File: config.mk
export PLATFORM = sky130hd
export DESIGN_NAME = rst_seq_top
export DESIGN_NICKNAME = d
export VERILOG_FILES = /design/src/rtl/rst_seq_pkg.sv /design/src/rtl/rst_seq_timer.sv /design/src/rtl/rst_seq_fsm.sv /design/src/rtl/rst_seq_cause.sv /design/src/rtl/rst_seq_top.sv
export SDC_FILE = /design/constraint.sdc
export NUM_CORES = 1
export LEC_CHECK = 0
export BUFFER_PORTS_ARGS = -buffer_cell sky130_fd_sc_hd__buf_2
export CORE_MARGIN = 3
export CORE_UTILIZATION = 40
export CTS_CLUSTER_DIAMETER = 50
export CTS_CLUSTER_SIZE = 24
export DETAILED_ROUTE_END_ITERATION = 16
export HOLD_SLACK_MARGIN = 0.15
export PLACE_DENSITY_LB_ADDON = 0.1
export SLEW_MARGIN = 25
export SYNTH_ARGS = -nofsm -noshare
export SYNTH_HDL_FRONTEND = slang
export SYNTH_HIERARCHICAL = 1
export SYNTH_SLANG_ARGS = --single-unit
export TNS_END_PERCENT = 20
File: constraint.sdc
create_clock -name clk_i -period 2 [get_ports clk_i]
set_input_delay 0.1 -clock clk_i [delete_from_list [all_inputs] [get_ports clk_i]]
set_output_delay 0.1 -clock clk_i [all_outputs]
set_load 0.03 [all_outputs]
File: src/rtl/rst_seq_pkg.sv
package rst_seq_pkg;
  typedef enum logic [1:0] {
    SEQ_HOLD = 2'd0,
    SEQ_PWRT = 2'd1,
    SEQ_OST  = 2'd2,
    SEQ_RUN  = 2'd3
  } seq_state_e;

  localparam int CAUSE_W = 8;
  localparam int POF_BIT = 1;
  localparam int BOF_BIT = 0;

  function automatic logic mode_is_crystal(input logic [1:0] mode);
    return mode[1];
  endfunction
endpackage

File: src/rtl/rst_seq_timer.sv
module rst_seq_timer #(
  parameter int LIMIT = 64
) (
  input  logic clk_i,
  input  logic run_i,
  input  logic step_i,
  output logic expire_o
);
  localparam int CW = $clog2(LIMIT + 1);
  localparam logic [CW-1:0] LAST = CW'(LIMIT - 1);

  logic [CW-1:0] cnt_q;

  // counter is held at zero whenever its stage is not active
  always_ff @(posedge clk_i) begin
    if (!run_i) cnt_q <= '0;
    else if (step_i && (cnt_q != LAST)) cnt_q <= cnt_q + 1'b1;
  end

  assign expire_o = run_i & step_i & (cnt_q == LAST);
endmodule

File: src/rtl/rst_seq_fsm.sv
module rst_seq_fsm
  import rst_seq_pkg::*;
(
  input  logic       clk_i,
  input  logic       por_i,
  input  logic       bor_act_i,
  input  logic       pwrt_en_i,
  input  logic       xtal_i,
  input  logic       pwrt_done_i,
  input  logic       ost_done_i,
  output seq_state_e state_o
);
  seq_state_e st_q, st_d;

  always_comb begin
    st_d = st_q;
    case (st_q)
      SEQ_HOLD: st_d = pwrt_en_i ? SEQ_PWRT : (xtal_i ? SEQ_OST : SEQ_RUN);
      SEQ_PWRT: if (pwrt_done_i) st_d = xtal_i ? SEQ_OST : SEQ_RUN;
      SEQ_OST:  if (ost_done_i) st_d = SEQ_RUN;
      default:  st_d = SEQ_RUN;
    endcase
    if (bor_act_i) st_d = SEQ_HOLD;
  end

  always_ff @(posedge clk_i) begin
    if (por_i) st_q <= SEQ_HOLD;
    else       st_q <= st_d;
  end

  assign state_o = st_q;
endmodule

File: src/rtl/rst_seq_cause.sv
module rst_seq_cause (
  input  logic       clk_i,
  input  logic       por_i,
  input  logic       bor_act_i,
  input  logic       we_i,
  input  logic [1:0] wbits_i,
  output logic [1:0] flags_o
);
  logic pof_q, bof_q;

  always_ff @(posedge clk_i) begin
    if (por_i) begin
      pof_q <= 1'b0;
      bof_q <= 1'b0;
    end else begin
      if (we_i) pof_q <= wbits_i[1];
      if (bor_act_i)  bof_q <= 1'b0;
      else if (we_i)  bof_q <= wbits_i[0];
    end
  end

  assign flags_o = {pof_q, bof_q};
endmodule

File: src/rtl/rst_seq_top.sv
module rst_seq_top
  import rst_seq_pkg::*;
#(
  parameter int PWRT_TICKS = 64,
  parameter int OST_CYCLES = 1024
) (
  input  logic               clk_i,
  input  logic               por_pulse_i,
  input  logic               bor_det_i,
  input  logic [1:0]         bor_cfg_i,
  input  logic               mclr_n_i,
  input  logic               pwrt_en_i,
  input  logic [1:0]         clk_mode_i,
  input  logic               tick_i,
  input  logic               osc_stb_i,
  input  logic               cause_we_i,
  input  logic [CAUSE_W-1:0] cause_wdata_i,
  output logic [CAUSE_W-1:0] cause_rdata_o,
  output logic               core_rst_o
);
  seq_state_e state;
  logic       bor_act, xtal, pwrt_done, ost_done;
  logic [1:0] flags;

  assign bor_act = bor_det_i & (bor_cfg_i != 2'b00);
  assign xtal    = mode_is_crystal(clk_mode_i);

  rst_seq_fsm u_fsm (
    .clk_i       (clk_i),
    .por_i       (por_pulse_i),
    .bor_act_i   (bor_act),
    .pwrt_en_i   (pwrt_en_i),
    .xtal_i      (xtal),
    .pwrt_done_i (pwrt_done),
    .ost_done_i  (ost_done),
    .state_o     (state)
  );

  rst_seq_timer #(.LIMIT(PWRT_TICKS)) u_pwrt (
    .clk_i    (clk_i),
    .run_i    (state == SEQ_PWRT),
    .step_i   (tick_i),
    .expire_o (pwrt_done)
  );

  generate
    if (OST_CYCLES > 0) begin : g_ost
      rst_seq_timer #(.LIMIT(OST_CYCLES)) u_ost (
        .clk_i    (clk_i),
        .run_i    (state == SEQ_OST),
        .step_i   (osc_stb_i),
        .expire_o (ost_done)
      );
    end else begin : g_no_ost
      assign ost_done = 1'b1;
    end
  endgenerate

  rst_seq_cause u_cause (
    .clk_i     (clk_i),
    .por_i     (por_pulse_i),
    .bor_act_i (bor_act),
    .we_i      (cause_we_i),
    .wbits_i   ({cause_wdata_i[POF_BIT], cause_wdata_i[BOF_BIT]}),
    .flags_o   (flags)
  );

  always_comb begin
    cause_rdata_o          = '0;
    cause_rdata_o[POF_BIT] = flags[1];
    cause_rdata_o[BOF_BIT] = flags[0];
  end

  assign core_rst_o = por_pulse_i | bor_act | ~mclr_n_i | (state != SEQ_RUN);
endmodule

==> out/summary.txt <==
Worst Setup End Kind: primary output
Ports: 29
Largest net degree at the start of global routing: 14
Clock slew at reported path FFs: 0.13 ns
Final Setup Violations: 0
RD Place Congestion: 0.710
Fin. max-slew vios: 0
DR vias: 962
Diode count: 0
Layout cells sized above 1: 20.0%
Initial Util: 44.3%
Number of synthesized flops with an enable pin: 0
Max-cap violations: 0
Clock skew: 0.0143 ns
Crit path DAT: 1.47 ns
Crit-path max FO: 4
Sequential share of power: 51.0%
Unrepaired setup endpoints after global routing: no
Min cycle time layout: 1.57 ns
Critical path class: input port to primary output
Wire per inst: 12.0 µm
CP Launch Type: input port
Max H-tree Level: 1
Sw frac: 22.3%
Post-Syn Instances: 125
Pre-CTS setup slack: 0.492 ns
Antenna Violating Nets Remaining: 0
Setup TNS: 0 ns
Syn Std Cell Area: 0.00116 mm²
Post-synthesis area per instance: 9.27 µm²
Worst reg2reg path startpoint: g_ost.u_ost/cnt_q[0]$_SDFFE_PN0P_
Status: complete, no violations
Clock Latency Late Sink: 0.32 ns
Final Power: 888 µW
Die Height: 59.8 µm
Clock Path Buffers: 2
Ys async rst share: 0%
Cell Pwr Density: 647 mW/mm²
CTS sink cnt: 22
Total CTS buffers: 3
Chip Width: 59.8 µm
Placed Area: 0.00124 mm²
Cell taking the most area after synthesis: dfxtp_1
Core area: 0.00261 mm²
Cell Rows: 18
CTS root buf: clkbuf_4
Routed vias/inst: 5.34
Total Nets Final: 173
Routed wire length: 2170 µm
Synth top area cells: dfxtp_1 38%, mux2i_1 6.0%, buf_4 5.2%, a31oi_1 4.9%, nand2_1 4.2%
CTS tree: yes
Synth Flop Type: dfxtp_1
Sequential fraction of the synthesis area: 38.0%
Post-DP HPWL: 1590 µm
Seq cells post-synth: 22
Hold crit path type: input port to register
Tcrit/Tclk final: 78.4%
First-pass GRT wire length: 3780 µm
First-pass DRT Iterations: 4
Initial antenna violation count: 0
Max VDD drop: 581 µV
Warnings from Yosys: 6
Final non-filler cell total: 180
Worst Setup SP: por_pulse_i
Area grow syn2layout: 18.6%
Iter 0 DRT Violations: 34
Leakage power: 0.000553 µW
Vias in the first global route: 875
Fmax: 0.638 GHz
Post-route cell area: 0.00137 mm²
Final hold vios: 0
Worst hold start: bor_cfg_i[0]
DP Cell Count: 168
Top cell type's share of synthesized area: 38.0%
Die area: 0.00358 mm²
Count of cell types in the netlist: 40
Req. time, crit path: 1.90 ns
Final WS setup: 0.432 ns
CTS resizes: 0
Int Pwr: 690 µW
# DRC: 0
Comb power frac: 10.4%
NetSw: 198 µW
Tot GR Track Use: 13.7%
Clock share of power: 38.6%
PortBufs: 15
Total gr overflow: 0
[flip-flops by register name, indices dropped and copies added, names as in the netlist]
register / count
g_ost.u_ost/cnt_q: 11
u_cause/bof_q: 1
u_cause/pof_q: 1
u_fsm/state_o: 2
u_pwrt/cnt_q: 7
[power by group through the flow]
stage | registers [µW] | logic (µW) | clock network, µW
final | 453 | 92.8 | 343
after global routing | 455 | 102 | 378
after CTS | 453 | 92.4 | 360
after detailed placement | 463 | 80.1 | 0
after global placement | 463 | 78.6 | 0
after floorplan | 461 | 65.7 | 0
[worst max-delay path, cell delays in order]
cell and delay [ns]:
dlygate4sd3_1 0.53, buf_2 0.15, or4b_1 0.50, buf_2 0.19
[cells in the final DEF (no fill, tap or decap), drive strengths merged, types with 2 or more instances in the layout]
cell type / instances
nor2: 7
nand3: 7
nor3: 3
nand2: 13
clkbuf: 3
o21ai: 5
nor2b: 4
o21a: 2
mux2i: 7
buf: 17
a211oi: 2
inv: 4
nand2b: 5
and4: 3
dfxtp: 22
and3: 2
a31oi: 10
a21oi: 2
o41ai: 2
ha: 2
dlygate4sd3: 8
conb: 6
or3: 2
[metal layers]
layer,vias up,routed length (µm),GRT usage [%],share of wire (%)
met2,20,1050,22.1,49
li1,498,-,-,-
met3,4,83,3.89,3.8
met1,440,1010,17.6,47
met5,-,0,0,0
met4,0,21,3.80,0.97
[synthesized netlist by cell type (2+ instances only)]
master    count
o21a_1        2
dfxtp_1      22
nor3_2        2
a21oi_1       2
ha_1          2
a211oi_1      2
buf_4         8
nand3_1       6
o21ai_0       5
and4_1        3
mux2i_1       7
nor2_1        7
nand2b_1      5
inv_1         4
nand2_1      13
nor2b_1       3
a31oi_1       9
[layout make-up]
type,count,area [µm²]
repair buffers,25,170
inverters,4,15.0
well taps,30,37.5
fillers,246,1240
clock inverters,1,30.0
multi-input cells,95,658
flip-flops and latches,22,440
clock buffers,3,22.5
[path summary, 6_finish.rpt]
| kind | slack, ns | to | cells after the start |
|---|---|---|---|
| worst max register to register | 0.49 | g_ost.u_ost/cnt_q[1]$_SDFFE_PN0P_ | 5 |
| worst max-delay path | 0.43 | core_rst_o | 4 |
| worst min register to register | 0.46 | g_ost.u_ost/cnt_q[10]$_SDFFE_PN0P_ | 2 |
| worst min-delay path | 0.21 | u_fsm/state_o[0]$_SDFFE_PP0P_ | 5 |
[metrics by stage]
| stage | utilization, % | hold WS [ns] |
|---|---|---|
| global route | 52.6 | 0.218 |
| CTS | 52.6 | 0.195 |
| floorplan | - | 0.171 |
| detailed placement | 47.5 | 0.309 |
| global placement | 47.5 | 0.295 |
| finish | 52.6 | 0.210 |
[cell families after synthesis]
family,count (synthesis),synth area share (%)
AO/OA/AOI/OAI,29,20.2
XOR/XNOR,1,0.756
adder cells (fa/ha/maj),2,2.16
buffers and inverters,13,6.80
flip-flops,22,38.0
multiplexers,7,6.05
other,1,0.324
AND/OR/NAND/NOR,50,25.7
[repair_timing]
item	in CTS	in global routing
hold buffers	8	0
endpoints found under the hold margin	7	0
buffers inserted	0	0
No activity file was read; power rests on OpenSTA's default activity.
